[config.mk]
export PLATFORM = sky130hd
export DESIGN_NAME = vsync_detector
export DESIGN_NICKNAME = d
export VERILOG_FILES = /design/src/rtl/vsd_pkg.sv /design/src/rtl/vsd_pulse_meter.sv /design/src/rtl/vsd_width_timer.sv /design/src/rtl/vsd_ctrl.sv /design/src/rtl/vsync_detector.sv
export SDC_FILE = /design/constraint.sdc
export NUM_CORES = 1
export LEC_CHECK = 0
export BUFFER_PORTS_ARGS = -buffer_cell sky130_fd_sc_hd__buf_4
export CORE_ASPECT_RATIO = 0.7
export CORE_MARGIN = 2
export CORE_UTILIZATION = 57
export CTS_CLUSTER_SIZE = 20
export DETAILED_ROUTE_END_ITERATION = 7
export GPL_ROUTABILITY_DRIVEN = 1
export PLACE_DENSITY = 0.74
export RECOVER_POWER = 25
export SYNTH_ARGS = -nofsm -noshare
export SYNTH_HDL_FRONTEND = slang
export SYNTH_SLANG_ARGS = --single-unit
[constraint.sdc]
create_clock -name clk -period 1.8 [get_ports clk]
set_input_delay 0.09 -clock clk [delete_from_list [all_inputs] [get_ports clk]]
set_output_delay 0.09 -clock clk [all_outputs]
set_load 0.01 [all_outputs]
[src/rtl/vsd_pkg.sv]
package vsd_pkg;

    typedef enum logic [2:0] {
        ST_SEEK_HIGH = 3'd0,
        ST_SEEK_LOW  = 3'd1,
        ST_MEASURE   = 3'd2,
        ST_ARMED     = 3'd3,
        ST_PULSE     = 3'd4,
        ST_HOLD      = 3'd5
    } vsd_state_e;

endpackage

[src/rtl/vsd_pulse_meter.sv]
module vsd_pulse_meter #(
    parameter int BROAD_MIN   = 794,
    parameter int DEFAULT_DLY = 3250
) (
    input  logic clk,
    input  logic rst_n,
    input  logic csync_n,
    output logic rise_o,
    output logic broad_o,
    output logic timeout_o
);

    localparam int LOW_MAX = (DEFAULT_DLY > BROAD_MIN + 1) ? DEFAULT_DLY : BROAD_MIN + 1;
    localparam int CNT_W   = $clog2(LOW_MAX + 1);

    logic [CNT_W-1:0] low_cnt;

    // Counts consecutive low samples, saturating at LOW_MAX.
    always_ff @(posedge clk) begin
        if (!rst_n) begin
            low_cnt <= '0;
        end else if (csync_n) begin
            low_cnt <= '0;
        end else if (low_cnt != CNT_W'(LOW_MAX)) begin
            low_cnt <= low_cnt + 1'b1;
        end
    end

    assign rise_o    = csync_n && (low_cnt != '0);
    assign broad_o   = (low_cnt > CNT_W'(BROAD_MIN));
    assign timeout_o = !csync_n && (low_cnt >= CNT_W'(DEFAULT_DLY - 1));

    assert_rise_after_low_R2: assert property (@(posedge clk) disable iff (!rst_n)
        rise_o |-> $past(!csync_n));

endmodule

[src/rtl/vsd_width_timer.sv]
module vsd_width_timer #(
    parameter int VS_WIDTH = 13500
) (
    input  logic clk,
    input  logic rst_n,
    input  logic load_i,
    output logic done_o
);

    localparam int TW = $clog2(VS_WIDTH + 1);

    logic          run;
    logic [TW-1:0] cnt;

    always_ff @(posedge clk) begin
        if (!rst_n) begin
            run <= 1'b0;
            cnt <= '0;
        end else if (load_i) begin
            run <= 1'b1;
            cnt <= '0;
        end else if (run) begin
            if (cnt == TW'(VS_WIDTH - 1)) begin
                run <= 1'b0;
            end else begin
                cnt <= cnt + 1'b1;
            end
        end
    end

    assign done_o = run && (cnt == TW'(VS_WIDTH - 1));

    // The controller must never relaunch while a pulse is being timed (lockout).
    assert_no_reload_R7: assert property (@(posedge clk) disable iff (!rst_n)
        load_i |-> !run);

endmodule

[src/rtl/vsd_ctrl.sv]
module vsd_ctrl
    import vsd_pkg::*;
(
    input  logic clk,
    input  logic rst_n,
    input  logic csync_n,
    input  logic rise_i,
    input  logic broad_i,
    input  logic timeout_i,
    input  logic pulse_done_i,
    output logic fire_o,
    output logic vsync_n,
    output logic vsync_start
);

    vsd_state_e state;
    vsd_state_e nxt;

    assign fire_o = (state == ST_ARMED) && (timeout_i || (rise_i && broad_i));

    always_comb begin
        nxt = state;
        unique case (state)
            ST_SEEK_HIGH: if (csync_n)                 nxt = ST_SEEK_LOW;
            ST_SEEK_LOW:  if (!csync_n)                nxt = ST_MEASURE;
            ST_MEASURE:   if (rise_i)                  nxt = ST_ARMED;
            ST_ARMED:     if (fire_o)                  nxt = ST_PULSE;
            ST_PULSE:     if (pulse_done_i)            nxt = ST_HOLD;
            ST_HOLD:      if (rise_i && !broad_i)      nxt = ST_ARMED;
            default:                                   nxt = ST_SEEK_HIGH;
        endcase
    end

    always_ff @(posedge clk) begin
        if (!rst_n) begin
            state <= ST_SEEK_HIGH;
        end else begin
            state <= nxt;
        end
    end

    always_ff @(posedge clk) begin
        if (!rst_n) begin
            vsync_n     <= 1'b1;
            vsync_start <= 1'b0;
        end else begin
            vsync_n     <= (nxt != ST_PULSE);
            vsync_start <= fire_o;
        end
    end

    assert_reset_idle_R1: assert property (@(posedge clk)
        !rst_n |=> (vsync_n && !vsync_start));

    assert_start_single_R6: assert property (@(posedge clk) disable iff (!rst_n)
        vsync_start |=> !vsync_start);

    assert_start_on_fall_R6: assert property (@(posedge clk) disable iff (!rst_n)
        $fell(vsync_n) |-> vsync_start);

    assert_start_low_R6: assert property (@(posedge clk) disable iff (!rst_n)
        vsync_start |-> !vsync_n);

    assert_width_end_R5: assert property (@(posedge clk) disable iff (!rst_n)
        $rose(vsync_n) |-> $past(pulse_done_i));

    assert_fire_armed_R7: assert property (@(posedge clk) disable iff (!rst_n)
        vsync_start |-> ($past(state) == ST_ARMED));

endmodule

[src/rtl/vsync_detector.sv]
module vsync_detector #(
    parameter int BROAD_MIN   = 794,
    parameter int DEFAULT_DLY = 3250,
    parameter int VS_WIDTH    = 13500
) (
    input  logic clk,
    input  logic rst_n,
    input  logic csync_n,
    output logic vsync_n,
    output logic vsync_start
);

    logic rise;
    logic broad;
    logic timeout;
    logic fire;
    logic pulse_done;

    vsd_pulse_meter #(
        .BROAD_MIN  (BROAD_MIN),
        .DEFAULT_DLY(DEFAULT_DLY)
    ) meter_i (
        .clk      (clk),
        .rst_n    (rst_n),
        .csync_n  (csync_n),
        .rise_o   (rise),
        .broad_o  (broad),
        .timeout_o(timeout)
    );

    vsd_width_timer #(
        .VS_WIDTH(VS_WIDTH)
    ) timer_i (
        .clk   (clk),
        .rst_n (rst_n),
        .load_i(fire),
        .done_o(pulse_done)
    );

    vsd_ctrl ctrl_i (
        .clk         (clk),
        .rst_n       (rst_n),
        .csync_n     (csync_n),
        .rise_i      (rise),
        .broad_i     (broad),
        .timeout_i   (timeout),
        .pulse_done_i(pulse_done),
        .fire_o      (fire),
        .vsync_n     (vsync_n),
        .vsync_start (vsync_start)
    );

endmodule

# == Word level (Yosys, flattened, before mapping) ==
# Index checks and enable logic that the tools add are counted.
# word_totals
reg_bits,32
inputBits,3
output_inout_bits,2
wordCells,44
# classes
n_addsub,2
n_lt_le_gt_ge,2
eq_ne,8
muxes,10
n_bitwise,2
reduce_logical,14
# op_table
cell,count
two-way mux 3 bit,6
case mux 3 bit (6 select lines),1
"adder 14 x 1 -> 14 bit, second input constant",1
"equality test 14 bit, second input constant",1
"adder 12 x 1 -> 12 bit, second input constant",1
">= comparator 12 bit, second input constant",1
"> comparator 12 x 10 -> 1 bit, second input constant",1
"inequality test 12 bit, second input constant",1
nonzero test 12 bit,1
"equality test 3 x 2 -> 1 bit, second input constant",2
"equality test 3 bit, second input constant",2
logical AND 1 bit,6
OR reduction 2 bit,2
"equality test 3 x 1 -> 1 bit, second input constant",1
logical NOT 3 bit,1
two-way mux 1 bit,3
"inequality test 3 bit, second input constant",1
logical NOT 1 bit,2
inverter 1 bit,2
AND reduction 2 bit,1
logical OR 1 bit,1

# == Logic depth before layout (Yosys ltp) ==
# depth
ltp_word,8
mapped_depth,8
mapped_depth_nobuf,7

# == Hierarchy ==
# Synthesis repeated with hierarchy kept, for this count alone.
# hier_totals
cells_unflattened,193
area_unflattened_um2,1681.6
# by_module_without_submodules
mod,instances,cells_per_inst,area_per_inst_um2,seq_area_each_um2
vsd_width_timer,1,81,728.2,300.3
vsd_pulse_meter,1,82,706.9,240.2
vsd_ctrl,1,30,246.5,100.1

# == Worst setup path after synthesis ==
# Ideal clock, no wire load.
# synth_path
path_type,flip-flop to flip-flop
from,reg meter_i.low_cnt[1]
to,reg timer_i.cnt[3]
setup_time_ns,0.115
t_arrival_ns,1.527
required_time_ns,1.685
path_slack_ns,0.159
path_stages_with_launch,9
n_path_buf,1
period_less_slack_ns,1.641
cell_sequence,dfxtp_1 -> inv_1 -> ha_1 -> nor4b_2 -> a31oi_2 -> nand2_2 -> o211ai_2 -> buf_6 -> nor2_1
# synth_between
elab_chain_cells,6
elab_cells_between_ends,9
cone_classes,2 x order compare; 7 x reduce/logical
# synth_rtl
item,line_no,source
start: declaration,vsd_pulse_meter.sv:16,logic [CNT_W-1:0] low_cnt;
start signal: assignment,vsd_pulse_meter.sv:25,low_cnt <= low_cnt + 1'b1;
branches (longest 3 deep; another with >= comparator 12 bit),-,
logical OR 1 bit *,vsd_ctrl.sv:19,assign fire_o = (state == ST_ARMED) && (timeout_i || (rise_i && broad_i));
logical AND 1 bit *,vsd_ctrl.sv:19,
OR reduction 2 bit (no line) *,-,
end signal: assignment,vsd_width_timer.sv:26,cnt <= cnt + 1'b1;
end: declaration,vsd_width_timer.sv:13,logic [TW-1:0] cnt;
# Every way passes the cells marked *.
# A chain may end at the register's enable or synchronous reset.

# == Worst setup path in the final report ==
# layout_path
from,reg meter_i.low_cnt[0]
to,reg timer_i.cnt[9]
# The elaborated chain is that of the path after synthesis.

==> results.yml <==
clocking:
  clockRootBuffer: "clkbuf_8"
  cts_buffer_depth: 2
  ctsHoldBuffers: 0
  cts_buffers: 5
  clk_pin_slew_ns: 0.06
  h-tree-depth: 2
  cts_tree: "done"
  clkLatencyLatePin_ns: 0.28
  cts_sinks: 32
yosys:
  avgSynthCellArea_um2: 8.947
  synthCells: 186
  synthTopCellsByArea: "dfxtp_1 (38%), xor2_1 (7.9%), nor2_1 (6.8%), ha_1 (4.5%), nand4_1 (3.8%)"
  syn_nets: 195
  synth-seq-area-share_pct: 38.50
  ys.flop_type: "dfxtp_1"
  yosysWarnings: 0
  synthArstFlopShare_pct: 0
  synth_top_cell_by_area: "dfxtp_1"
  netlist_area_mm2: 0.001664
  synth_top_cell_area_share_pct: 38.50
  synth-seq-cells: 32
  synth_cell_types: 45
  synth-edff-count: 0
drt:
  vias_per_cell: 5.813
  drc: 0
  drt_iter0_drc: 181
  dr_total_vias: 1366
  dr.max_layer_used: "met4"
  wl_met3_um: 280
  wl_met2_um: 1612
  wl_per_cell_um: 16.15
  wl_met1_um: 1844
  dr.pass1.iters: 4
  wl_um: 3795
  ant_nets: 0
floorplanning:
  io_pins: 5
  core_mm2: 0.002783
  fp.dieW_um: 68.58
  dieArea_mm2: 0.003374
  num_rows: 16
  fp.dieH_um: 49.21
  start_util_pct: 59.80
place:
  portBuffers: 4
  routabilityCongestion: 0.9065
  hpwl_um: 2393
  place_area_mm2: 0.001733
sta:
  finalSetupViolations: 0
  hold_slack_ns: 0.09039
  fin_crit_sh_pct: 98.44
  fmax_mhz: 564.4
  hold_viol_final: 0
  drv_slew: 0
  worstMarginPinSlew_ns: 0.4734
  skew_ns: 0.004425
  max_slew_margin_pct: 68.36
  post-route-min-period_ns: 1.772
hold_path:
  hold_path_end: "ctrl_i.state[2]"
  hold_path.class: "input port to flip-flop"
  holdPathStages: 2
  worstHoldStart: "rst_n"
setup_path:
  r2r_end: "timer_i.cnt[9]"
  cp.arrival_ns: 1.95
  worstSetupPathType: "flip-flop to flip-flop"
  ff2ff_path_depth: 8
  cp_max_fo: 7
  endpoint_kind: "flip-flop"
  timing.rr.start: "meter_i.low_cnt[0]"
  cp-start-kind: "flip-flop"
  reg2reg_slack_ns: 0.03
  required_ns: 1.98
job:
  cap_viol_max_count: 0
layout:
  design_area_mm2: 0.001951
  drive_gt1_share_pct: 17.59
  syn_to_final_growth_pct: 17.22
  final_nets: 208
  utilization_pct: 70.10
  diodes: 0
pwr:
  p_leak_uw: 0.0006964
  max-vdd-ir-drop_mv: 0.5646
  power.density_mw_per_mm2: 722.9
  power_uw: 1410
global_routing:
  grt_use_total_pct: 24.53
  grt_pass1_vias: 1303
  antenna_found_initial: 0
  grt_pass1_wl_um: 6147
  grt_max_degree: 15
  grt_overflow_total: 0
outcome:
  status: "completed"
## worst max-delay path, stage by stage (launching register included)
cell and delay (ns):
dfxtp_4 0.36, inv_2 0.08, ha_1 0.21, nor4b_2 0.16, o211ai_1 0.25, nand3_1 0.19
o211ai_4 0.16, clkbuf_16 0.20, nor2_1 0.04
## area by class of cell
cell class / instances / area [um^2]
well taps: 36 / 45.04
multi-input cells: 144 / 1042
inverters: 7 / 28.78
repair buffers: 9 / 90.09
fillers: 198 / 832.0
clock buffers: 7 / 96.34
flip-flops and latches: 32 / 648.1
## through the flow
stage | instances | TNS [ns] | setup slack, ns
after floorplan | 186 | 0 | 0.1587
after global placement | 224 | 0 | 0.08333
after detailed placement | 224 | -0.08139 | -0.06775
after CTS | 233 | 0 | 0.008368
after global routing | 235 | -1.064 | -0.07605
final | 235 | 0 | 0.02816
## kinds of logic after synthesis
family                   Yosys count  share of synthesized area (%)
AO/OA/AOI/OAI                     21                          9.174
XOR/XNOR                          22                          11.58
adder cells (fa/ha/maj)            6                          4.511
buffers and inverters             10                          3.158
flip-flops                        32                          38.50
multiplexers                       4                          2.481
AND/OR/NAND/NOR                   91                          30.60
## cell usage in the layout (no fill, tap or decap), types with 5 or more instances in the layout
cell type | Yosys | final
nor2_1 | 30 | 30
xnor2_1 | 7 | 7
nand4_1 | 10 | 10
nand3_1 | 11 | 11
clkbuf_8 | 0 | 7
inv_1 | 7 | 5
buf_4 | 0 | 5
nand2_1 | 13 | 13
ha_1 | 6 | 5
xor2_1 | 15 | 15
dfxtp_1 | 32 | 30
## registers in the layout (all words and copies together) (netlist names)
register            flops
timer_i.cnt            14
ctrl_i.state            3
timer_i.run             1
ctrl_i.vsync_n          1
ctrl_i.vsync_start      1
meter_i.low_cnt        12
## where the power goes
group,switching (uW),internal (uW),total [uW]
sequential,11.9,713,724
combinational,45.5,45.3,90.9
clock,255,340,595
## worst max path at each step
stage,startpoint,to,slack (ns),cells after the start
after floorplan,meter_i.low_cnt[1],timer_i.cnt[3],0.16,8
final,meter_i.low_cnt[0],timer_i.cnt[9],0.03,8
after detailed placement,meter_i.low_cnt[0],ctrl_i.vsync_n,-0.07,7
after global placement,meter_i.low_cnt[1],ctrl_i.vsync_n,0.08,7
after CTS,meter_i.low_cnt[1],ctrl_i.vsync_n,0.008,7
after global routing,meter_i.low_cnt[0],timer_i.cnt[3],-0.08,8
## Yosys cell counts, types with 2 or more instances
library cell and count:
nand3_1 11, o21ai_0 2, nor4b_1 3, ha_1 6
xnor2_1 7, xor2_1 15, dfxtp_1 32, o21a_1 2
a311oi_1 2, mux2i_1 3, and3_1 3, and2_1 4
nor3_1 3, a21oi_1 4, nand4_1 10, inv_1 7
nor2_1 30, o21ai_1 2, nand2_1 13, buf_6 2
## per-layer routing
layer / GRT usage (%) / vias to the layer above
li1: - / 678
met1: 35.25 / 625
met2: 34.13 / 53
met3: 8.083 / 10
met4: 8.000 / 0
met5: 0 / -
## timing repair
| item | CTS | global route |
|---|---|---|
| setup buffers | 2 | 1 |
| gates resized for setup | 4 | 13 |
| gates cloned | 0 | 1 |
| pin swaps | 1 | 5 |
| setup endpoints to repair | 17 | 19 |
Power figures use the tool's default switching activity.
